==> src/rtl/lss_pkg.sv <==
package lss_pkg;
  typedef enum logic [2:0] {
    ST_OFF,
    ST_ON_INIT,
    ST_ON_RUN,
    ST_RETRY_OFF,
    ST_RETRY_ON
  } sw_state_e;

  function automatic int max3(input int a, input int b, input int c);
    int m;
    m = (a > b) ? a : b;
    return (m > c) ? m : c;
  endfunction
endpackage

==> src/rtl/lss_short_fsm.sv <==
module lss_short_fsm
  import lss_pkg::*;
#(
  parameter int T_SS  = 16,
  parameter int T_FS  = 4,
  parameter int T_REF = 40
) (
  input  logic clk_i,
  input  logic rst_ni,
  input  logic cmd_i,
  input  logic kill_i,
  input  logic ilim_i,
  output logic gate_o,
  output logic short_set_o
);
  localparam int TMAX = max3(T_SS, T_FS, T_REF);
  localparam int CW   = $clog2(TMAX + 1);

  sw_state_e st_q, st_d;
  logic [CW-1:0] cnt_q, cnt_d;
  logic en, confirm, on_st;

  assign en = cmd_i & ~kill_i;

  always_comb begin
    st_d    = st_q;
    cnt_d   = cnt_q;
    confirm = 1'b0;
    unique case (st_q)
      ST_OFF: if (en) begin
        st_d  = ST_ON_INIT;
        cnt_d = '0;
      end
      ST_ON_INIT, ST_RETRY_ON: begin
        if (!en) st_d = ST_OFF;
        else if (!ilim_i) begin
          st_d  = ST_ON_RUN;
          cnt_d = '0;
        end else if (cnt_q == CW'(T_SS - 1)) begin
          st_d    = ST_RETRY_OFF;
          cnt_d   = '0;
          confirm = (st_q == ST_ON_INIT); // retries never re-report
        end else cnt_d = cnt_q + 1'b1;
      end
      ST_ON_RUN: begin
        if (!en) st_d = ST_OFF;
        else if (!ilim_i) cnt_d = '0;
        else if (cnt_q == CW'(T_FS - 1)) begin
          st_d    = ST_RETRY_OFF;
          cnt_d   = '0;
          confirm = 1'b1;
        end else cnt_d = cnt_q + 1'b1;
      end
      ST_RETRY_OFF: begin
        if (!en) st_d = ST_OFF;
        else if (cnt_q == CW'(T_REF - 1)) begin
          st_d  = ST_RETRY_ON;
          cnt_d = '0;
        end else cnt_d = cnt_q + 1'b1;
      end
      default: st_d = ST_OFF;
    endcase
  end

  always_ff @(posedge clk_i or negedge rst_ni) begin
    if (!rst_ni) begin
      st_q        <= ST_OFF;
      cnt_q       <= '0;
      short_set_o <= 1'b0;
    end else begin
      st_q        <= st_d;
      cnt_q       <= cnt_d;
      short_set_o <= confirm;
    end
  end

  assign on_st  = (st_q == ST_ON_INIT) || (st_q == ST_ON_RUN) || (st_q == ST_RETRY_ON);
  assign gate_o = on_st & ~kill_i;

  a_r8_kill_forces_off: assert property (@(posedge clk_i) disable iff (!rst_ni)
    kill_i |=> st_q == ST_OFF);
  a_r7_cmd_low_to_off: assert property (@(posedge clk_i) disable iff (!rst_ni)
    !cmd_i |=> st_q == ST_OFF);
  a_r2_set_with_gate_off: assert property (@(posedge clk_i) disable iff (!rst_ni)
    short_set_o |-> !gate_o);
  a_r12_short_single: assert property (@(posedge clk_i) disable iff (!rst_ni)
    short_set_o |=> !short_set_o);
  a_r5_retry_silent: assert property (@(posedge clk_i) disable iff (!rst_ni)
    st_q == ST_RETRY_ON |=> !short_set_o);
endmodule

==> src/rtl/lss_open_det.sv <==
module lss_open_det #(
  parameter int T_OL  = 12,
  parameter int T_OLF = 3
) (
  input  logic clk_i,
  input  logic rst_ni,
  input  logic gate_i,
  input  logic on_chk_i,
  input  logic dlow_i,
  output logic open_set_o
);
  localparam int CW = $clog2(T_OL + 1);

  logic [CW-1:0] off_cnt_q, dl_cnt_q;
  logic [CW:0]   dl_sum, lim;
  logic active, settled, hit, done_q;

  assign active  = ~gate_i | on_chk_i;
  assign settled = ~gate_i && (off_cnt_q == CW'(T_OL));
  assign lim     = settled ? (CW+1)'(T_OLF) : (CW+1)'(T_OL);
  assign dl_sum  = {1'b0, dl_cnt_q} + 1'b1;
  assign hit     = active & dlow_i & (dl_sum >= lim);

  always_ff @(posedge clk_i or negedge rst_ni) begin
    if (!rst_ni) begin
      off_cnt_q  <= '0;
      dl_cnt_q   <= '0;
      done_q     <= 1'b0;
      open_set_o <= 1'b0;
    end else begin
      if (gate_i) off_cnt_q <= '0;
      else if (off_cnt_q != CW'(T_OL)) off_cnt_q <= off_cnt_q + 1'b1;
      if (!(active && dlow_i)) dl_cnt_q <= '0;
      else if (dl_cnt_q != CW'(T_OL)) dl_cnt_q <= dl_cnt_q + 1'b1;
      done_q     <= active & dlow_i & (done_q | hit);
      open_set_o <= hit & ~done_q;
    end
  end

  a_r12_open_single: assert property (@(posedge clk_i) disable iff (!rst_ni)
    open_set_o |=> !open_set_o);
  a_r11_on_check_gated: assert property (@(posedge clk_i) disable iff (!rst_ni)
    (gate_i && !on_chk_i) |=> !open_set_o);
  a_r9_open_needs_flag: assert property (@(posedge clk_i) disable iff (!rst_ni)
    open_set_o |-> $past(dlow_i));
endmodule

==> src/rtl/lss_fault_ctrl.sv <==
module lss_fault_ctrl #(
  parameter int N_CH  = 4,
  parameter int T_SS  = 16,
  parameter int T_FS  = 4,
  parameter int T_REF = 40,
  parameter int T_OL  = 12,
  parameter int T_OLF = 3
) (
  input  logic            clk_i,
  input  logic            rst_ni,
  input  logic [N_CH-1:0] cmd_i,
  input  logic [N_CH-1:0] ol_on_en_i,
  input  logic [N_CH-1:0] ilim_i,
  input  logic [N_CH-1:0] dlow_i,
  input  logic            kill_i,
  output logic [N_CH-1:0] gate_o,
  output logic [N_CH-1:0] short_set_o,
  output logic [N_CH-1:0] open_set_o
);
  for (genvar ch = 0; ch < N_CH; ch++) begin : g_ch
    lss_short_fsm #(.T_SS(T_SS), .T_FS(T_FS), .T_REF(T_REF)) u_short (
      .clk_i      (clk_i),
      .rst_ni     (rst_ni),
      .cmd_i      (cmd_i[ch]),
      .kill_i     (kill_i),
      .ilim_i     (ilim_i[ch]),
      .gate_o     (gate_o[ch]),
      .short_set_o(short_set_o[ch])
    );
    lss_open_det #(.T_OL(T_OL), .T_OLF(T_OLF)) u_open (
      .clk_i     (clk_i),
      .rst_ni    (rst_ni),
      .gate_i    (gate_o[ch]),
      .on_chk_i  (ol_on_en_i[ch]),
      .dlow_i    (dlow_i[ch]),
      .open_set_o(open_set_o[ch])
    );
  end

  a_r8_kill_gates_low: assert property (@(posedge clk_i) disable iff (!rst_ni)
    kill_i |-> gate_o == '0);
endmodule

==> config.mk <==
export PLATFORM = sky130hd
export DESIGN_NAME = lss_fault_ctrl
export DESIGN_NICKNAME = d
export VERILOG_FILES = /design/src/rtl/lss_pkg.sv /design/src/rtl/lss_short_fsm.sv /design/src/rtl/lss_open_det.sv /design/src/rtl/lss_fault_ctrl.sv
export SDC_FILE = /design/constraint.sdc
export NUM_CORES = 1
export LEC_CHECK = 0
export BUFFER_PORTS_ARGS = -buffer_cell sky130_fd_sc_hd__buf_2
export CORE_UTILIZATION = 50
export CTS_BUF_LIST = sky130_fd_sc_hd__clkbuf_8
export CTS_CLUSTER_SIZE = 40
export DETAILED_ROUTE_END_ITERATION = 8
export PLACE_DENSITY = 0.67
export SYNTH_ARGS = -nofsm -noshare
export SYNTH_HDL_FRONTEND = slang
export SYNTH_SLANG_ARGS = --single-unit
==> constraint.sdc <==
create_clock -name clk_i -period 6.3 [get_ports clk_i]
set_input_delay 0.315 -clock clk_i [delete_from_list [all_inputs] [get_ports clk_i]]
set_output_delay 0.315 -clock clk_i [all_outputs]
set_load 0.01 [all_outputs]
==> run_results.csv, run 1 <==
group,metric,value,unit
outcome,outcome,"finished clean",
drt,viasPerCell,5.82,
finish,drive_gt1_share,9.40,%
synthesis,syn_nets,682,
floorplan,start_util,51.8,%
drt,drt-total-wl,10.9,mm
drt,wl_met1,5.19,mm
sta,setup_tns,0,ns
floorplan,die_y,106,um
floorplan,rows,37,
synthesis,yosysTopAreaCell,"dfrtp_1",
grt,grt_pass1_vias,4212,
synthesis,postSynthAreaPerCell,8.51,sq um
clocking,cts.repair.resized,0,
finish,fillCellCount,927,
sta,min_period,2.72,ns
grt,antenna_found_initial,1,
synthesis,ys_async_sr_fraction,100,%
drt,dr_wl_met2,4.98,mm
sta,period_share,43.1,%
synthesis,synth_warnings,0,
floorplan,die_width,106,um
sta,fin_ws,3.58,ns
clocking,clock_path_buffers,2,
synthesis,synth_area_leaders,"dfrtp_1 (37%), ha_1 (7.5%), nor2_1 (4.1%)",
placed_design,io_buffers,30,
floorplan,coreArea,0.0104,sq mm
clocking,insertion_delay,0.37,ns
drt,wl_per_cell,14.0,um
clocking,clock_tree.root_cell,"clkbuf_8",
grt,grt_usage,21.1,%
clocking,ctsHoldBuffers,0,
sta,rsz0062_at_grt,"no",
critical_path,worstPathRequired,6.54,ns
drt,ant_nets,0,
clocking,path_clk_slew,0.08,ns
synthesis,yosysTopAreaCellShare,37.3,%
synthesis,yosys_register_bits,80,
clocking,cts.sinks,80,
placed_design,routabilityCongestion,0.864,
sta,clock_skew,0.00994,ns
synthesis,synth_edf_count,0,
critical_path,cp_max_fo,20,
clocking,numCtsBuffers,9,
drt,dr_total_vias,4508,
critical_path,r2r-start,"g_ch[0].u_short.st_q[2]$_DFFE_PN0P_",
finish,fin_nets,684,
run,drv_cap,0,
synthesis,synth_cells,631,
floorplan,pin_count,31,
min_path,hold_class,"in2async",
critical_path,cp-start-kind,"register",
synthesis,synthesis.area,0.00537,sq mm
sta,slew_headroom,32.9,%
sta,slew_viol_final,0,
power,power.leakage,0.00250,uW
sta,max_freq,0.368,GHz
grt,grt_pass1_wl,19.0,mm
critical_path,critPathArrivalTime,2.96,ns
synthesis,ys_seq_area_share,37.3,%
drt,highest_layer,"met4",
clocking,postCtsSetupBuffers,0,
sta,worst_hold_slack,0.108,ns
sta,hold_viol_final,0,
power,p_per_area,291,mW/mm^2
drt,drc,0,
drt,drtPass1Iterations,5,
drt,dr_wl_met3,599,um
sta,worst_slew_pin_slew,1.01,ns
critical_path,cp-startpoint,"g_ch[0].u_short.st_q[2]$_DFFE_PN0P_",
critical_path,reg2regPathDepth,9,
placed_design,hpwlAfterDp,7.75,mm
clocking,h-tree-depth,3,
drt,drt_iter0_drc,245,
synthesis,ys_types,72,
grt,grt_max_degree,81,
placed_design,post-place-ws,3.59,ns
floorplan,die-area,0.0112,sq mm
critical_path,end_kind,"register",
critical_path,worst-r2r-setup-slack,3.58,ns
sta,setup_viol,0,
grt,grt_overflow_total,0,
finish,area_growth,5.87,%
power,ir_drop,0.000169,V
critical_path,crit_type,"reg2reg",
synthesis,synth-main-ff-cell,"dfrtp_1",
clocking,cts_tree,"yes",
==> where the power goes <==
part / switching (uW) / leakage, uW / internal (uW)
clock: 188 / 0.000112 / 201
combinational: 280 / 0.00132 / 226
sequential: 150 / 0.00107 / 608
total: 618 / 0.00250 / 1030
==> flip-flops by register name, summed over array words and instances, names as in the netlist <==
signal	flops
g_ch.u_open.off_cnt_q	16
g_ch.u_short.short_set_o	4
g_ch.u_short.st_q	12
g_ch.u_open.open_set_o	4
g_ch.u_short.cnt_q	24
g_ch.u_open.dl_cnt_q	16
g_ch.u_open.done_q	4
==> synthesized netlist by cell type (all sizes together) (14+ instances only) <==
cell and number:
clkbuf 14, inv 42, ha 32, o21ai 31, nand2 52, a31oi 16, nand3 41, nor2 59
xnor2 21, nand2b 14, dfrtp 80, nor3 28, a21oi 44, buf 25
==> stage by stage <==
step | std cells | power, uW | utilization [%] | cell area (sq um)
2_1_floorplan | 631 | 1160 | - | 5370
3_3_place_gp | 758 | 1250 | 52.9 | 5480
3_5_place_dp | 758 | 1270 | 52.9 | 5480
4_1_cts | 774 | 1670 | 54.8 | 5680
5_1_grt | 774 | 1790 | 54.8 | 5680
6_report | 775 | 1650 | 54.8 | 5680
==> critical path: stages, from the launching register on <==
cell and delay [ns]:
dfrtp_1 0.58, nand2b_1 0.29, a311oi_2 0.54, nor2_1 0.20, ha_1 0.32, nand2b_1 0.14
a21oi_1 0.16, o21ai_0 0.09, a21oi_1 0.18, a21oi_1 0.09
==> cells in the final DEF (no fill, tap or decap), types with 12 or more instances in the layout <==
cell,count
a21oi_1,44
a31oi_1,16
buf_2,29
dfrtp_1,80
ha_1,32
inv_1,43
nand2_1,52
nand2b_1,14
nand3_1,41
nor2_1,59
nor3_1,28
o21ai_0,18
o21ai_1,12
xnor2_1,21
==> worst paths after layout <==
path | end
setup reg to reg | g_ch[0].u_open.done_q$_DFF_PN0_
max in group asynchronous | g_ch[1].u_short.cnt_q[3]$_DFFE_PN0P_
min in group clk_i | g_ch[0].u_open.done_q$_DFF_PN0_
setup / recovery | g_ch[0].u_open.done_q$_DFF_PN0_
hold / removal | g_ch[2].u_short.st_q[1]$_DFFE_PN0P_
hold reg to reg | g_ch[1].u_open.open_set_o$_DFF_PN0_
==> final cells by class <==
| cell class | count | area, sq um | share of cell area (%) |
|---|---|---|---|
| Antenna cell | 1 | 2.50 | 0.0440 |
| Clock buffer | 11 | 151 | 2.66 |
| Clock inverter | 5 | 47.5 | 0.837 |
| Inverter | 42 | 158 | 2.77 |
| Multi-Input combinational cell | 470 | 3000 | 52.8 |
| Sequential cell | 80 | 2000 | 35.2 |
| Tap cell | 136 | 170 | 2.99 |
| Timing Repair Buffer | 30 | 153 | 2.69 |
==> logic make-up after synthesis <==
| kind of cell | count (synthesis) | share of synthesized area, % |
|---|---|---|
| mux | 4 | 0.746 |
| buf+inv | 81 | 6.83 |
| compound gates | 156 | 19.2 |
| fa+ha+maj | 33 | 7.65 |
| simple gates | 251 | 24.0 |
| flops | 80 | 37.3 |
| xor+xnor | 26 | 4.24 |
==> per-layer routing <==
metal  vias up  global-route usage (%)
li1       2259                       -
met1      2128                    27.5
met2       112                    33.6
met3         9                    6.56
met4         0                    6.15
met5         -                       0
Note: power is estimated with default switching activity, not from simulation.
==> run 2, diff against run 1 <==
Settings changed: PLACE_DENSITY 0.67 to 0.7.
Clock period 6.3 ns to 2.2 ns, I/O delays scaled along.
==> run_results.csv, run 2 (same netlist as run 1, synthesis figures left out) <==
group,metric,value,unit
clocking,path_clk_slew,0.09,ns
critical_path,critPathArrivalTime,2.35,ns
finish,drive_gt1_share,16.8,%
sta,worst_hold_slack,0.0561,ns
finish,top_register,"g_ch.u_short.cnt_q",
sta,max_freq,0.481,GHz
drt,dr_total_vias,4677,
drt,drc,0,
sta,slew_viol_final,0,
floorplan,coreArea,0.0104,sq mm
critical_path,cp_cell_sequence,"xor2_1, o211a_1, nor2_4, inv_1, ha_1, a21oi_1, a2111oi_2, nor2_1, nor3_1",
finish,multi_input_area,0.00309,sq mm
clocking,numCtsBuffers,9,
floorplan,pin_count,31,
sta,hold_viol_final,0,
min_path,hold_class,"in2reg",
grt,grt_pass1_wl,19.7,mm
finish,reg.largest.list,"g_ch.u_short.cnt_q: 24 flops, g_ch.u_open.dl_cnt_q: 16 flops, g_ch.u_open.off_cnt_q: 16 flops",
critical_path,max_stage_delay,0.41,ns
sta,clock_skew,0.00445,ns
critical_path,cp_max_fo,3,
drt,viasPerCell,5.79,
floorplan,die_width,106,um
grt,grt_overflow_total,0,
grt,globalRouteMet1Util,28.4,%
power,p_per_area,835,mW/mm^2
finish,diodes,0,
finish,fin_nets,718,
drt,wl_per_cell,14.0,um
sta,worst_slew_pin_slew,0.586,ns
finish,final_util,58.3,%
floorplan,die_y,106,um
clocking,cts.sinks,80,
drt,drt-total-wl,11.3,mm
placed_design,routabilityCongestion,0.893,
sta,setup_viol,0,
outcome,outcome,"finished clean",
clocking,clock_tree.root_cell,"clkbuf_8",
finish,final_common_cell,"dfrtp_1",
sta,slew_headroom,60.3,%
grt,met2_usage,35.8,%
clocking,cts_tree,"yes",
power,ir_drop,0.000370,V
critical_path,worstPathRequired,2.47,ns
placed_design,hpwlAfterDp,8.19,mm
critical_path,crit_slowest_cell,"dfrtp_1",
grt,grt_pass1_vias,4393,
floorplan,rows,37,
grt,busiest_layer,"met2",
drt,drt_iter0_drc,403,
sta,min_period,2.08,ns
sta,period_share,94.5,%
clocking,h-tree-depth,3,
clocking,clock_path_buffers,2,
run,drv_cap,0,
critical_path,end_kind,"register",
finish,area_growth,12.5,%
grt,grtUsageMet3,2.91,%
finish,final_cell_mix,"dfrtp_1 (77), nor2_1 (55), nand2_1 (52), a21oi_1 (41), inv_1 (40)",
finish,fillCellCount,945,
grt,grt_max_degree,36,
critical_path,cp-start-kind,"register",
power,power.leakage,0.00266,uW
placed_design,io_buffers,30,
grt,antenna_found_initial,0,
grt,grt_usage,21.4,%
clocking,insertion_delay,0.35,ns
floorplan,die-area,0.0112,sq mm
finish,largest_reg_flops,24,
drt,ant_nets,0,
critical_path,crit_type,"reg2reg",
floorplan,start_util,51.8,%
drt,drtPass1Iterations,5,
finish,final-seq-area,0.00201,sq mm
## run 2: changes by cell type in the layout (fill, tap and decap cells not counted), sizes merged
cell         change
dlygate4sd3      +1
clkbuf           -2
buf             +33
clkinv           +3
inv              -1
diode            -1
## run 2: per-layer routing
layer | part of all wire, % | routed length, um | up-vias
met1 | 48 | 5410 | 2214
li1 | - | - | 2325
met5 | 0 | 0 | -
met2 | 47 | 5290 | 121
met3 | 4.0 | 454 | 17
met4 | 1.5 | 168 | 0
## run 2: timing repair
item	in CTS	in global routing
gates resized for setup	0	16
setup buffers	0	4
endpoints found under the setup margin	0	7
hold buffers	1	0
endpoints found under the hold margin	33	0
## run 2: layout make-up
type / instances / area share (%)
Tap cell: 136 / 2.82
Timing Repair Buffer: 64 / 7.00
Clock buffer: 9 / 2.05
Multi-Input combinational cell: 470 / 51.1
Inverter: 42 / 2.61
Sequential cell: 80 / 33.2
Clock inverter: 7 / 1.18
## run 2: report_power, final
group          internal, uW  leakage (uW)  switching [uW]  total (uW)
Clock                   527      0.000103             573        1100
Sequential             1750       0.00107             322        2070
Combinational           843       0.00150            1040        1880
Total                  3120       0.00266            1930        5050
## run 2: through the flow
stage	cells	setup TNS (ns)	worst slack [ns]	power, uW	cell area (sq um)
floorplan	631	-0.0128	-0.0128	3360	5410
global placement	787	0	0.137	3740	5750
detailed placement	787	0	0.0846	3840	5750
CTS	804	0	0.0326	4970	5950
global route	808	-0.0153	-0.0149	5440	6040
finish	808	0	0.121	5050	6040
## run 2: path summary, 6_finish.rpt
| kind | from | endpoint | slack, ns | cells after the start |
|---|---|---|---|---|
| min reg2reg | g_ch[2].u_open.done_q$_DFF_PN0_ | g_ch[2].u_open.open_set_o$_DFF_PN0_ | 0.44 | 1 |
| max | g_ch[3].u_short.st_q[0]$_DFFE_PN0P_ | g_ch[3].u_open.open_set_o$_DFF_PN0_ | 0.12 | 9 |
| min in group asynchronous | rst_ni | g_ch[2].u_open.off_cnt_q[0]$_DFFE_PN0P_ | 0.25 | 2 |
| min | ilim_i[3] | g_ch[3].u_short.short_set_o$_DFF_PN0_ | 0.06 | 3 |
| max in group asynchronous | rst_ni | g_ch[1].u_short.cnt_q[0]$_DFFE_PN0P_ | 1.35 | 3 |
| max reg2reg | g_ch[3].u_short.st_q[0]$_DFFE_PN0P_ | g_ch[3].u_open.open_set_o$_DFF_PN0_ | 0.12 | 9 |
## run 2: worst max-delay path: cells and delay by family (launching register included)
kind / cells / cell delay, ns
and+or+nand+nor: 3 / 0.39
xor gates and xnor gates: 1 / 0.18
buffers and inverters: 1 / 0.05
AOI/OAI and AO/OA: 3 / 0.69
DFF: 1 / 0.41
adders and majority gates: 1 / 0.27
